==> src/rtl/bts_pkg.sv <==
package bts_pkg;

    typedef enum logic [2:0] {
        ST_IDLE,
        ST_SYNC,
        ST_PROP,
        ST_PH1,
        ST_PH2
    } bts_state_e;

endpackage

==> src/rtl/bts_clamp.sv <==
// Limits a phase error magnitude to the jump width.
module bts_clamp #(
    parameter int W     = 6,
    parameter int LIM_W = 5
) (
    input  logic [W-1:0]     mag,
    input  logic [LIM_W-1:0] lim,
    output logic [W-1:0]     amt
);
    localparam int PAD = W - LIM_W;

    logic [W-1:0] lim_w;

    assign lim_w = {{PAD{1'b0}}, lim};
    assign amt   = (mag > lim_w) ? lim_w : mag;

endmodule

==> src/rtl/bts_edge.sv <==
// Falling-edge qualifier with the one-shift-per-sample-interval rule.
module bts_edge (
    input  logic clk,
    input  logic rst_n,
    input  logic tq_en,
    input  logic rx_in,
    input  logic idle,
    input  logic take,
    input  logic sp_hit,
    output logic edge_seen
);
    logic       ref_q;
    logic       synced_q;
    logic [1:0] shift_cnt;

    assign edge_seen = tq_en && ref_q && !rx_in && !synced_q;

    always_ff @(posedge clk or negedge rst_n) begin
        if (!rst_n) begin
            ref_q    <= 1'b1;
            synced_q <= 1'b0;
        end else if (sp_hit) begin
            ref_q    <= rx_in;
            synced_q <= 1'b0;
        end else begin
            if (idle) ref_q <= 1'b1;
            if (take) synced_q <= 1'b1;
        end
    end

    // Shifts taken since the last sample point, kept for the check below.
    always_ff @(posedge clk or negedge rst_n) begin
        if (!rst_n)                          shift_cnt <= 2'd0;
        else if (sp_hit)                     shift_cnt <= 2'd0;
        else if (take && shift_cnt != 2'd3)  shift_cnt <= shift_cnt + 2'd1;
    end

    assert_one_shift_R8: assert property (@(posedge clk) disable iff (!rst_n)
        shift_cnt <= 2'd1);

endmodule

==> src/rtl/can_bit_resync.sv <==
module can_bit_resync #(
    parameter int SEG_W = 5
) (
    input  logic             clk,
    input  logic             rst_n,
    input  logic             tq_en,
    input  logic             rx_in,
    input  logic             hsync_en,
    input  logic [SEG_W-1:0] prop_len,
    input  logic [SEG_W-1:0] ph1_len,
    input  logic [SEG_W-1:0] ph2_len,
    input  logic [SEG_W-1:0] sjw_len,
    output logic             sample_stb,
    output logic             sample_lvl,
    output logic             bit_start
);
    import bts_pkg::*;

    localparam int LW = SEG_W + 1;
    localparam logic [LW-1:0]    ONE     = LW'(1);
    localparam logic [SEG_W-1:0] SEG_ONE = SEG_W'(1);

    bts_state_e st_q, st_d;

    logic [LW-1:0]    left_q, left_d, pos_q, pos_d, ext_q, ext_d;
    logic [LW-1:0]    ph1_eff, err_mag, adj;
    logic [LW-1:0]    prop_w, ph1_w, ph2_w;
    logic [SEG_W-1:0] prop_q, ph1_q, ph2_q, sjw_q;
    logic [SEG_W-1:0] prop_c, ph1_c, ph2_c, sjw_c;
    logic             idle, edge_seen, take, hard, sp_hit, new_bit;

    // Settings: tracked while idle, frozen afterwards.
    assign idle   = (st_q == ST_IDLE);
    assign prop_c = idle ? prop_len : prop_q;
    assign ph1_c  = idle ? ph1_len  : ph1_q;
    assign ph2_c  = idle ? ph2_len  : ph2_q;
    assign sjw_c  = idle ? sjw_len  : sjw_q;
    assign prop_w = {1'b0, prop_c};
    assign ph1_w  = {1'b0, ph1_c};
    assign ph2_w  = {1'b0, ph2_c};

    always_ff @(posedge clk or negedge rst_n) begin
        if (!rst_n) begin
            prop_q <= SEG_ONE;
            ph1_q  <= SEG_ONE;
            ph2_q  <= SEG_ONE;
            sjw_q  <= SEG_ONE;
        end else if (idle) begin
            prop_q <= prop_len;
            ph1_q  <= ph1_len;
            ph2_q  <= ph2_len;
            sjw_q  <= sjw_len;
        end
    end

    bts_edge u_edge (
        .clk       (clk),
        .rst_n     (rst_n),
        .tq_en     (tq_en),
        .rx_in     (rx_in),
        .idle      (idle),
        .take      (take),
        .sp_hit    (sp_hit),
        .edge_seen (edge_seen)
    );

    assign hard = edge_seen && hsync_en;
    assign take = edge_seen && (!idle || hsync_en);

    // Early edges are measured by the quanta left to the slot, late ones by elapsed quanta.
    assign err_mag = (st_q == ST_PH2) ? left_q : pos_q;

    bts_clamp #(.W(LW), .LIM_W(SEG_W)) u_clamp (
        .mag (err_mag),
        .lim (sjw_c),
        .amt (adj)
    );

    assign ph1_eff = left_q + (edge_seen ? adj : '0);

    always_comb begin
        st_d    = st_q;
        left_d  = left_q;
        pos_d   = pos_q;
        ext_d   = ext_q;
        sp_hit  = 1'b0;
        new_bit = 1'b0;
        if (tq_en) begin
            if (hard) begin
                st_d    = ST_PROP;
                left_d  = prop_w;
                pos_d   = ONE;
                ext_d   = '0;
                new_bit = 1'b1;
            end else begin
                unique case (st_q)
                    ST_IDLE: begin
                        st_d = ST_IDLE;
                    end
                    ST_SYNC: begin
                        st_d    = ST_PROP;
                        left_d  = prop_w;
                        pos_d   = ONE;
                        ext_d   = '0;
                        new_bit = 1'b1;
                    end
                    ST_PROP: begin
                        pos_d = pos_q + ONE;
                        if (edge_seen) ext_d = adj;
                        if (left_q > ONE) begin
                            left_d = left_q - ONE;
                        end else begin
                            st_d   = ST_PH1;
                            left_d = ph1_w + (edge_seen ? adj : ext_q);
                        end
                    end
                    ST_PH1: begin
                        pos_d = pos_q + ONE;
                        if (ph1_eff > ONE) begin
                            left_d = ph1_eff - ONE;
                        end else begin
                            sp_hit = 1'b1;
                            st_d   = ST_PH2;
                            left_d = ph2_w;
                            ext_d  = '0;
                        end
                    end
                    ST_PH2: begin
                        if (edge_seen && adj == left_q) begin
                            st_d    = ST_PROP;
                            left_d  = prop_w;
                            pos_d   = ONE;
                            ext_d   = '0;
                            new_bit = 1'b1;
                        end else if (edge_seen) begin
                            left_d = left_q - ONE - adj;
                            if (left_q - ONE - adj == '0) begin
                                st_d   = ST_SYNC;
                                left_d = ONE;
                            end
                        end else if (left_q > ONE) begin
                            left_d = left_q - ONE;
                        end else begin
                            st_d   = ST_SYNC;
                            left_d = ONE;
                        end
                    end
                    default: st_d = ST_IDLE;
                endcase
            end
        end
    end

    always_ff @(posedge clk or negedge rst_n) begin
        if (!rst_n) begin
            st_q   <= ST_IDLE;
            left_q <= ONE;
            pos_q  <= ONE;
            ext_q  <= '0;
        end else begin
            st_q   <= st_d;
            left_q <= left_d;
            pos_q  <= pos_d;
            ext_q  <= ext_d;
        end
    end

    always_ff @(posedge clk or negedge rst_n) begin
        if (!rst_n) begin
            sample_stb <= 1'b0;
            sample_lvl <= 1'b1;
            bit_start  <= 1'b0;
        end else begin
            sample_stb <= sp_hit;
            bit_start  <= new_bit;
            if (sp_hit) sample_lvl <= rx_in;
        end
    end

    assert_strobe_after_quantum_R13: assert property (@(posedge clk) disable iff (!rst_n)
        (sample_stb || bit_start) |-> $past(tq_en));

    assert_strobes_exclusive_R3: assert property (@(posedge clk) disable iff (!rst_n)
        !(sample_stb && bit_start));

    assert_idle_quiet_R2: assert property (@(posedge clk) disable iff (!rst_n)
        idle |-> (!sample_stb && !bit_start));

    assert_ph1_stretch_bound_R6: assert property (@(posedge clk) disable iff (!rst_n)
        (st_q == ST_PH1) |-> (left_q <= ({1'b0, ph1_q} + {1'b0, sjw_q})));

    assert_ph2_trim_bound_R7: assert property (@(posedge clk) disable iff (!rst_n)
        (st_q == ST_PH2) |-> (left_q <= {1'b0, ph2_q}));

endmodule

==> config.mk <==
export PLATFORM = sky130hd
export DESIGN_NAME = can_bit_resync
export DESIGN_NICKNAME = d
export VERILOG_FILES = /design/src/rtl/bts_pkg.sv /design/src/rtl/bts_clamp.sv /design/src/rtl/bts_edge.sv /design/src/rtl/can_bit_resync.sv
export SDC_FILE = /design/constraint.sdc
export NUM_CORES = 1
export LEC_CHECK = 0
export BUFFER_PORTS_ARGS = -buffer_cell sky130_fd_sc_hd__buf_2
export CAP_MARGIN = 20
export CORE_UTILIZATION = 56
export DETAILED_ROUTE_END_ITERATION = 10
export GPL_TIMING_DRIVEN = 0
export PLACE_DENSITY = 0.75
export RECOVER_POWER = 100
export SYNTH_ARGS = -nofsm -noshare
export SYNTH_HDL_FRONTEND = slang
export SYNTH_SLANG_ARGS = --single-unit
export TNS_END_PERCENT = 30
==> constraint.sdc <==
create_clock -name clk -period 7.3 [get_ports clk]
set_input_delay 0.365 -clock clk [delete_from_list [all_inputs] [get_ports clk]]
set_output_delay 0.365 -clock clk [all_outputs]
set_load 0.01 [all_outputs]
==> key figures, run 1 <==
Timing
  – Fin crit share: 0.9105
  – Final slew viol count: 0
  – Final Hold Viols: 0
  – Setup tns final: 0 ps
  – Clock skew: 7.805 ps
  – Max Fclk: 150.4 MHz
  – Crit path time final: 6647 ps
  – RSZ-0062 raised after global routing: false
  – Least-Margin Pin Slew: 1392 ps
  – Final WS setup: 653.2 ps
  – Worst Hold Slack: 270.0 ps
  – Final setup vio count: 0
  – Rel. slew slack: 0.07222

Global route
  – GR peak layer: met2
  – GR Util met1: 0.3832
  – Met3 usage: 0.03264
  – Largest net degree at the start of global routing: 47
  – GR Util All Layers: 0.2790
  – Vias in the first global route: 3116
  – Grt ovf: 0
  – Initial antenna violation count: 0
  – GR Util met2: 0.4747
  – Global-route wire length before repair: 15500 um

Clock network
  – CTS Sinks: 46
  – Clock insertion delay at the later pin of the skew report: 310 ps
  – CTS max path bufs: 2
  – Number of CTS-inserted buffers: 5
  – CTS tree: built
  – Clock transition at path regs: 100 ps
  – Cts hold-fix bufs: 0
  – Clk root buf: clkbuf_8
  – H-tree levels: 2

Power and ir drop
  – Clock Power Share: 0.089
  – Leak pwr: 1.913 nW
  – Comb power frac: 0.711
  – Sequential power share: 0.200
  – Sw Share: 0.4923
  – Internal power: 0.001118 W
  – Power Dens Cells: 542.7 nW/um^2
  – Peak VDD IR: 0.5348 mV
  – Sw power: 0.001084 W

Synth
  – Syn nets: 464
  – Dominant cell type by area after synthesis: dfrtp_1
  – Synth Cell Area: 3720 sq um
  – Synth cell types: 59
  – Yosys reg bits: 46
  – Synth Area in Compound Gates: 0.2075
  – Post-Synth Simple-Gate Area: 0.1732
  – Post-Synthesis Cells: 411
  – Largest family of logic cells by synthesized area: compound AO/OA/AOI/OAI gates
  – Syn_area_per_cell: 9.051 sq um
  – Share of the synthesized area in the top cell type: 0.2556
  – Post-synth EDFFs: 0
  – Async SR Flop Fraction: 1.000
  – Adder-Cell Fraction of Synth Area: 0.1002
  – XOR/XNOR Fraction of Synth Area: 0.04709
  – Prevailing post-synth register cell: dfrtp_1
  – Ranking of synthesized cells by area: dfrtp_1, ha_1, mux2_2
  – Mux contribution to synthesized area: 0.1063
  – Sequential share of the synthesized area: 0.3121
  – Synth warnings: 0

Detailed routing
  – DR vias/cell: 6.185
  – Pre-Repair DR Iteration Count: 5
  – Starting DRT DRC Count: 231
  – Routed len/inst: 17.95 um
  – Total Routed Length: 9408 um
  – Vias: 3241
  – Routed Antenna Nets: 0
  – # DRC: 0

Finish
  – Area occupied by multi-input gates: 2356 sq um
  – Final #Nets: 499
  – Reg area: 1161 sq um
  – Commonest non-fill, non-tap cell in the layout: dfrtp_1
  – Synth-to-layout area growth: 9.082%
  – Layout Cells excl Fill: 524
  – Fillers: 556
  – Layout cells sized above 1: 0.1454
  – Layout Utilization: 0.6354
  – N_diodes: 0
  – Most frequent cells in the layout: dfrtp_1, a21oi_1, nor2_1

Placed design
  – Final GP Congestion: 1.000
  – Place WS: 644.8 ps
  – Hpwl dp: 7194 um
  – Placed Cells: 515
  – PortBufs: 26

Critical path
  – Critical-path cell list: buf_2 -> nor3_2 -> buf_2 -> mux2i_1 -> ha_1 -> nor2b_1 -> o21ai_0 -> a32oi_1 -> nor2_1 -> clkbuf_1 -> mux2i_1 -> nor2_1 -> ha_1 -> a211oi_1 -> nor4b_1 -> nor4b_1 -> nor4b_1 -> clkbuf_2 -> nor2_1 -> a21oi_1 -> a221oi_1 -> o21ba_2 -> a221o_1
  – CP arrival: 6840 ps
  – Crit path capture type: flip-flop
  – Critical-path top delay cell: mux2i_1
  – CP Max Fanout: 10
  – Worst Setup Path Type: flip-flop to flip-flop
  – CP required: 7490 ps
  – CP Launch Type: flip-flop
  – CP max stage delay: 490 ps

Floorplan
  – Full die area: 6972 sq um
  – IO Count: 28
  – Die Span X: 83.50 um
  – Die height: 83.50 um
  – Starting density of the core: 0.5825
  – Row count: 29
  – Core area: 6386 sq um

Min path
  – Hold WC Path Type: input pin to async pin

Status
  – Status: finished, final reports clean

Run
  – Max_cap viols: 0
[per-layer routing]
layer / part of all wire / wire [um] / vias up
li1: - / - / 1552
met1: 0.46 / 4357 / 1562
met2: 0.47 / 4444 / 114
met3: 0.052 / 493 / 13
met4: 0.012 / 112 / 0
met5: 0 / 0 / -
[metrics by stage]
stage	cell area (sq um)	power, W
2_1_floorplan	3720	0.001616
3_3_place_gp	3946	0.001923
3_5_place_dp	3951	0.001970
4_1_cts	4061	0.002180
5_1_grt	4058	0.002376
6_report	4058	0.002202
[cell type report]
cell class | instances | share of cell area
buffer | 25 | 0.02899
clock buffer | 6 | 0.01788
tap | 77 | 0.02374
inverter | 22 | 0.02035
sequential | 46 | 0.2862
timing repair buffer | 28 | 0.03299
clock inverter | 2 | 0.009251
multi-input combinational | 318 | 0.5806
[Yosys cell counts, drive strengths merged (3+ instances only)]
| master | count |
|---|---|
| xor2 | 7 |
| nor4 | 3 |
| a2bb2oi | 4 |
| and3 | 9 |
| nor3 | 13 |
| a21oi | 30 |
| a211oi | 9 |
| o21ai | 24 |
| nand2b | 10 |
| nand2 | 27 |
| dfrtp | 38 |
| mux2i | 11 |
| mux2 | 25 |
| a221o | 4 |
| clkbuf | 17 |
| dfstp | 8 |
| or3 | 5 |
| nor4b | 5 |
| inv | 22 |
| o21bai | 4 |
| buf | 8 |
| xnor2 | 13 |
| nor2 | 29 |
| o211a | 4 |
| a21o | 11 |
| nand3 | 5 |
| ha | 25 |
| and2 | 3 |
| fa | 3 |
| nor3b | 5 |
| nor2b | 4 |
[final timing paths]
path	from	to	slack [ps]	depth (start not counted)
setup / recovery	st_q[2]	left_q[2]	650	23
hold / removal	rst_n	sjw_q[4]	270	1
setup reg to reg	st_q[2]	left_q[2]	650	23
hold reg to reg	ph1_q[2]	ph1_q[2]	500	1
max in group asynchronous	rst_n	ext_q[5]	5180	2
min in group clk	ph2_len[2]	ph2_q[2]	310	2
[kinds of logic (layout without fill, tap and decap cells)]
family                   Yosys count  count (layout)
flip-flops                        46              46
XOR/XNOR                          20              20
adder cells (fa/ha/maj)           28              28
multiplexers                      36              36
AND/OR/NAND/NOR                  123             123
buffers and inverters             47              83
AO/OA/AOI/OAI                    111             111
[registers in the layout (all words and copies together), names as in the netlist]
register,cells
ext_q,6
sample_stb,1
sjw_q,5
u_edge.synced_q,1
ph1_q,5
prop_q,5
bit_start,1
sample_lvl,1
u_edge.ref_q,1
pos_q,6
ph2_q,5
left_q,6
st_q,3
[power groups by stage]
stage / Sequential (W) / Combinational (W) / Clock, W
after floorplan: 0.000424 / 0.00119 / 0
after global placement: 0.000436 / 0.00149 / 0
after detailed placement: 0.000444 / 0.00153 / 0
after CTS: 0.000439 / 0.00154 / 0.000201
after global routing: 0.000452 / 0.00171 / 0.000210
final: 0.000439 / 0.00157 / 0.000197
[repair_timing]
item / 4_1_cts / 5_1_grt
resized for setup: 0 / 2
setup buffers: 0 / 0
endpoints found under the setup margin: 0 / 8
[critical path, delay by kind of cell (launching register included)]
family | cells | cell delay, ps
and+or+nand+nor | 8 | 2160
AOI/OAI and AO/OA | 7 | 1330
buffers and inverters | 4 | 1220
muxes | 2 | 830
adders and majority gates | 2 | 640
DFF | 1 | 360
(Power assumes the default switching activity.)
==> run 2, diff against run 1 <==
- CORE_ASPECT_RATIO: default -> 0.6
- CORE_UTILIZATION: 56 -> 55
- PLACE_DENSITY: 0.75 -> 0.74
==> key figures, run 2 (synthesis results as in run 1) <==
Global route
  – Largest net degree at the start of global routing: 47
  – Vias in the first global route: 3003
  – Initial antenna violation count: 0
  – Grt ovf: 0
  – GR Util All Layers: 0.2960
  – Global-route wire length before repair: 15830 um

Clock network
  – Clock insertion delay at the later pin of the skew report: 300 ps
  – Clock transition at path regs: 90 ps
  – Number of CTS-inserted buffers: 5
  – H-tree levels: 2
  – CTS max path bufs: 2
  – CTS Sinks: 46
  – CTS tree: built
  – Clk root buf: clkbuf_8

Floorplan
  – Starting density of the core: 0.5901
  – Die height: 65.70 um
  – IO Count: 28
  – Core area: 6304 sq um
  – Full die area: 7107 sq um
  – Die Span X: 108.2 um
  – Row count: 22

Finish
  – Fillers: 548
  – Biggest registers after layout: ext_q: 6 flops, left_q: 6 flops, pos_q: 6 flops
  – Final Instance Area: 4069 sq um
  – N_diodes: 0
  – Layout cells sized above 1: 0.1496
  – Synth-to-layout area growth: 9.384%
  – Commonest non-fill, non-tap cell in the layout: dfrtp_1
  – Most frequent cells in the layout: dfrtp_1, a21oi_1, nor2_1
  – Final #Nets: 500

Timing
  – Clock skew: 14.92 ps
  – Final setup vio count: 0
  – Crit path time final: 6782 ps
  – RSZ-0062 raised after global routing: false
  – Setup tns final: 0 ps
  – Least-Margin Pin Slew: 1990 ps
  – Final slew viol count: 39
  – Rel. slew slack: -0.3268
  – Final WS setup: 518.2 ps
  – Final Hold Viols: 0
  – Worst Hold Slack: 305.9 ps
  – Max Fclk: 147.5 MHz
  – Fin crit share: 0.9290

Critical path
  – Worst Setup Path Type: flip-flop to flip-flop
  – Most frequent CP cell: nor2_1
  – Critical-path cell list: buf_2 -> nor3_2 -> buf_2 -> mux2i_1 -> ha_1 -> nor2b_1 -> o21ai_0 -> a32oi_1 -> nor2_1 -> clkbuf_1 -> mux2i_2 -> nor2_1 -> ha_1 -> a211oi_1 -> nor4b_1 -> nor4b_2 -> nor4b_2 -> clkbuf_2 -> nor2_1 -> a21oi_1 -> a221oi_1 -> o21ba_2 -> a221o_1
  – CP Max Fanout: 10
  – CP max stage delay: 480 ps
  – CP Launch Type: flip-flop
  – CP arrival: 6960 ps
  – Critical-path top delay cell: nor3_2
  – Crit path capture type: flip-flop
  – CP required: 7480 ps

Detailed routing
  – Vias: 3302
  – Top Layer Used: met4
  – DR vias/cell: 6.207
  – # DRC: 0
  – Met1 WL: 4715 um
  – WL met3: 1051 um
  – Total Routed Length: 9672 um
  – Routed Antenna Nets: 0
  – Starting DRT DRC Count: 249
  – Routed len/inst: 18.18 um
  – Pre-Repair DR Iteration Count: 5
  – Routed wl met2: 3863 um

Power and ir drop
  – Total power: 0.002197 W
  – Leak pwr: 1.904 nW
  – Power Dens Cells: 540.0 nW/um^2
  – Peak VDD IR: 0.2846 mV

Min path
  – Hold WC Path Type: input pin to flip-flop

Placed design
  – Hpwl dp: 7587 um
  – Post-Place Cell Area: 3963 sq um
  – PortBufs: 26
  – Final GP Congestion: 0.9349
  – Place WS: 79.71 ps

Status
  – Status: finished, violations left
  – Failing checks: capacitance limit, slew limit

Run
  – Max_cap viols: 1
## run 2: changes by cell type in the layout (fill, tap and decap cells not counted)
cell | previous run | this run
dlygate4sd3_1 | 0 | 1
mux2i_2 | 0 | 1
nor4b_2 | 0 | 2
clkbuf_1 | 23 | 24
buf_2 | 26 | 25
bufinv_16 | 1 | 0
nor4b_1 | 5 | 3
buf_4 | 3 | 4
mux2i_1 | 11 | 10
## run 2: worst paths after layout
| kind | startpoint | endpoint | slack, ps | cells past startpoint |
|---|---|---|---|---|
| min in group asynchronous | rst_n | pos_q[1] | 530 | 2 |
| max | st_q[2] | left_q[2] | 520 | 23 |
| min reg2reg | sample_lvl | sample_lvl | 490 | 2 |
| max reg2reg | st_q[2] | left_q[2] | 520 | 23 |
| max in group asynchronous | rst_n | sjw_q[1] | 4550 | 3 |
| min | ph1_len[2] | ph1_q[2] | 310 | 2 |
## run 2: worst max-delay path, delay by kind of cell (launching register included)
family	cells	cell delay, ps
AOI/OAI and AO/OA	7	1440
adders and majority gates	2	640
buffers and inverters	4	1280
DFF	1	360
muxes	2	790
and+or+nand+nor	8	2140
## run 2: through the flow
step / utilization / std cells
floorplan: - / 411
CTS: 0.6419 / 530
finish: 0.6455 / 532
global placement: 0.6274 / 521
detailed placement: 0.6286 / 522
global route: 0.6455 / 532
## run 2: repair_timing
item,4_1_cts,5_1_grt
gates resized for setup,0,5
endpoints found under the hold margin,0,6
setup endpoints to repair,0,18
buffers inserted,0,0
hold buffers,0,1
## run 2: final cells by class
class | instances | area, sq um | share of cell area
Clock buffer | 7 | 76.32 | 0.01876
Clock inverter | 1 | 7.507 | 0.001845
Multi-Input combinational cell | 318 | 2372 | 0.5830
Sequential cell | 46 | 1161 | 0.2854
Tap cell | 84 | 105.1 | 0.02583
Buffer | 25 | 117.6 | 0.02891
Timing Repair Buffer | 29 | 146.4 | 0.03598
Inverter | 22 | 82.58 | 0.02030
## run 2: power by group
group / switching [W] / total, W / internal, W / leakage [nW]
clock network: 0.0000877 / 0.000156 / 0.0000679 / 0.0385
logic: 0.000955 / 0.00160 / 0.000647 / 1.31
registers: 0.0000619 / 0.000440 / 0.000378 / 0.557
total: 0.00110 / 0.00220 / 0.00109 / 1.90
## run 2: routing by layer
| layer | vias up | GRT usage |
|---|---|---|
| li1 | 1554 | - |
| met1 | 1608 | 0.4560 |
| met2 | 135 | 0.4108 |
| met3 | 5 | 0.08036 |
| met4 | 0 | 0.04966 |
| met5 | - | 0 |
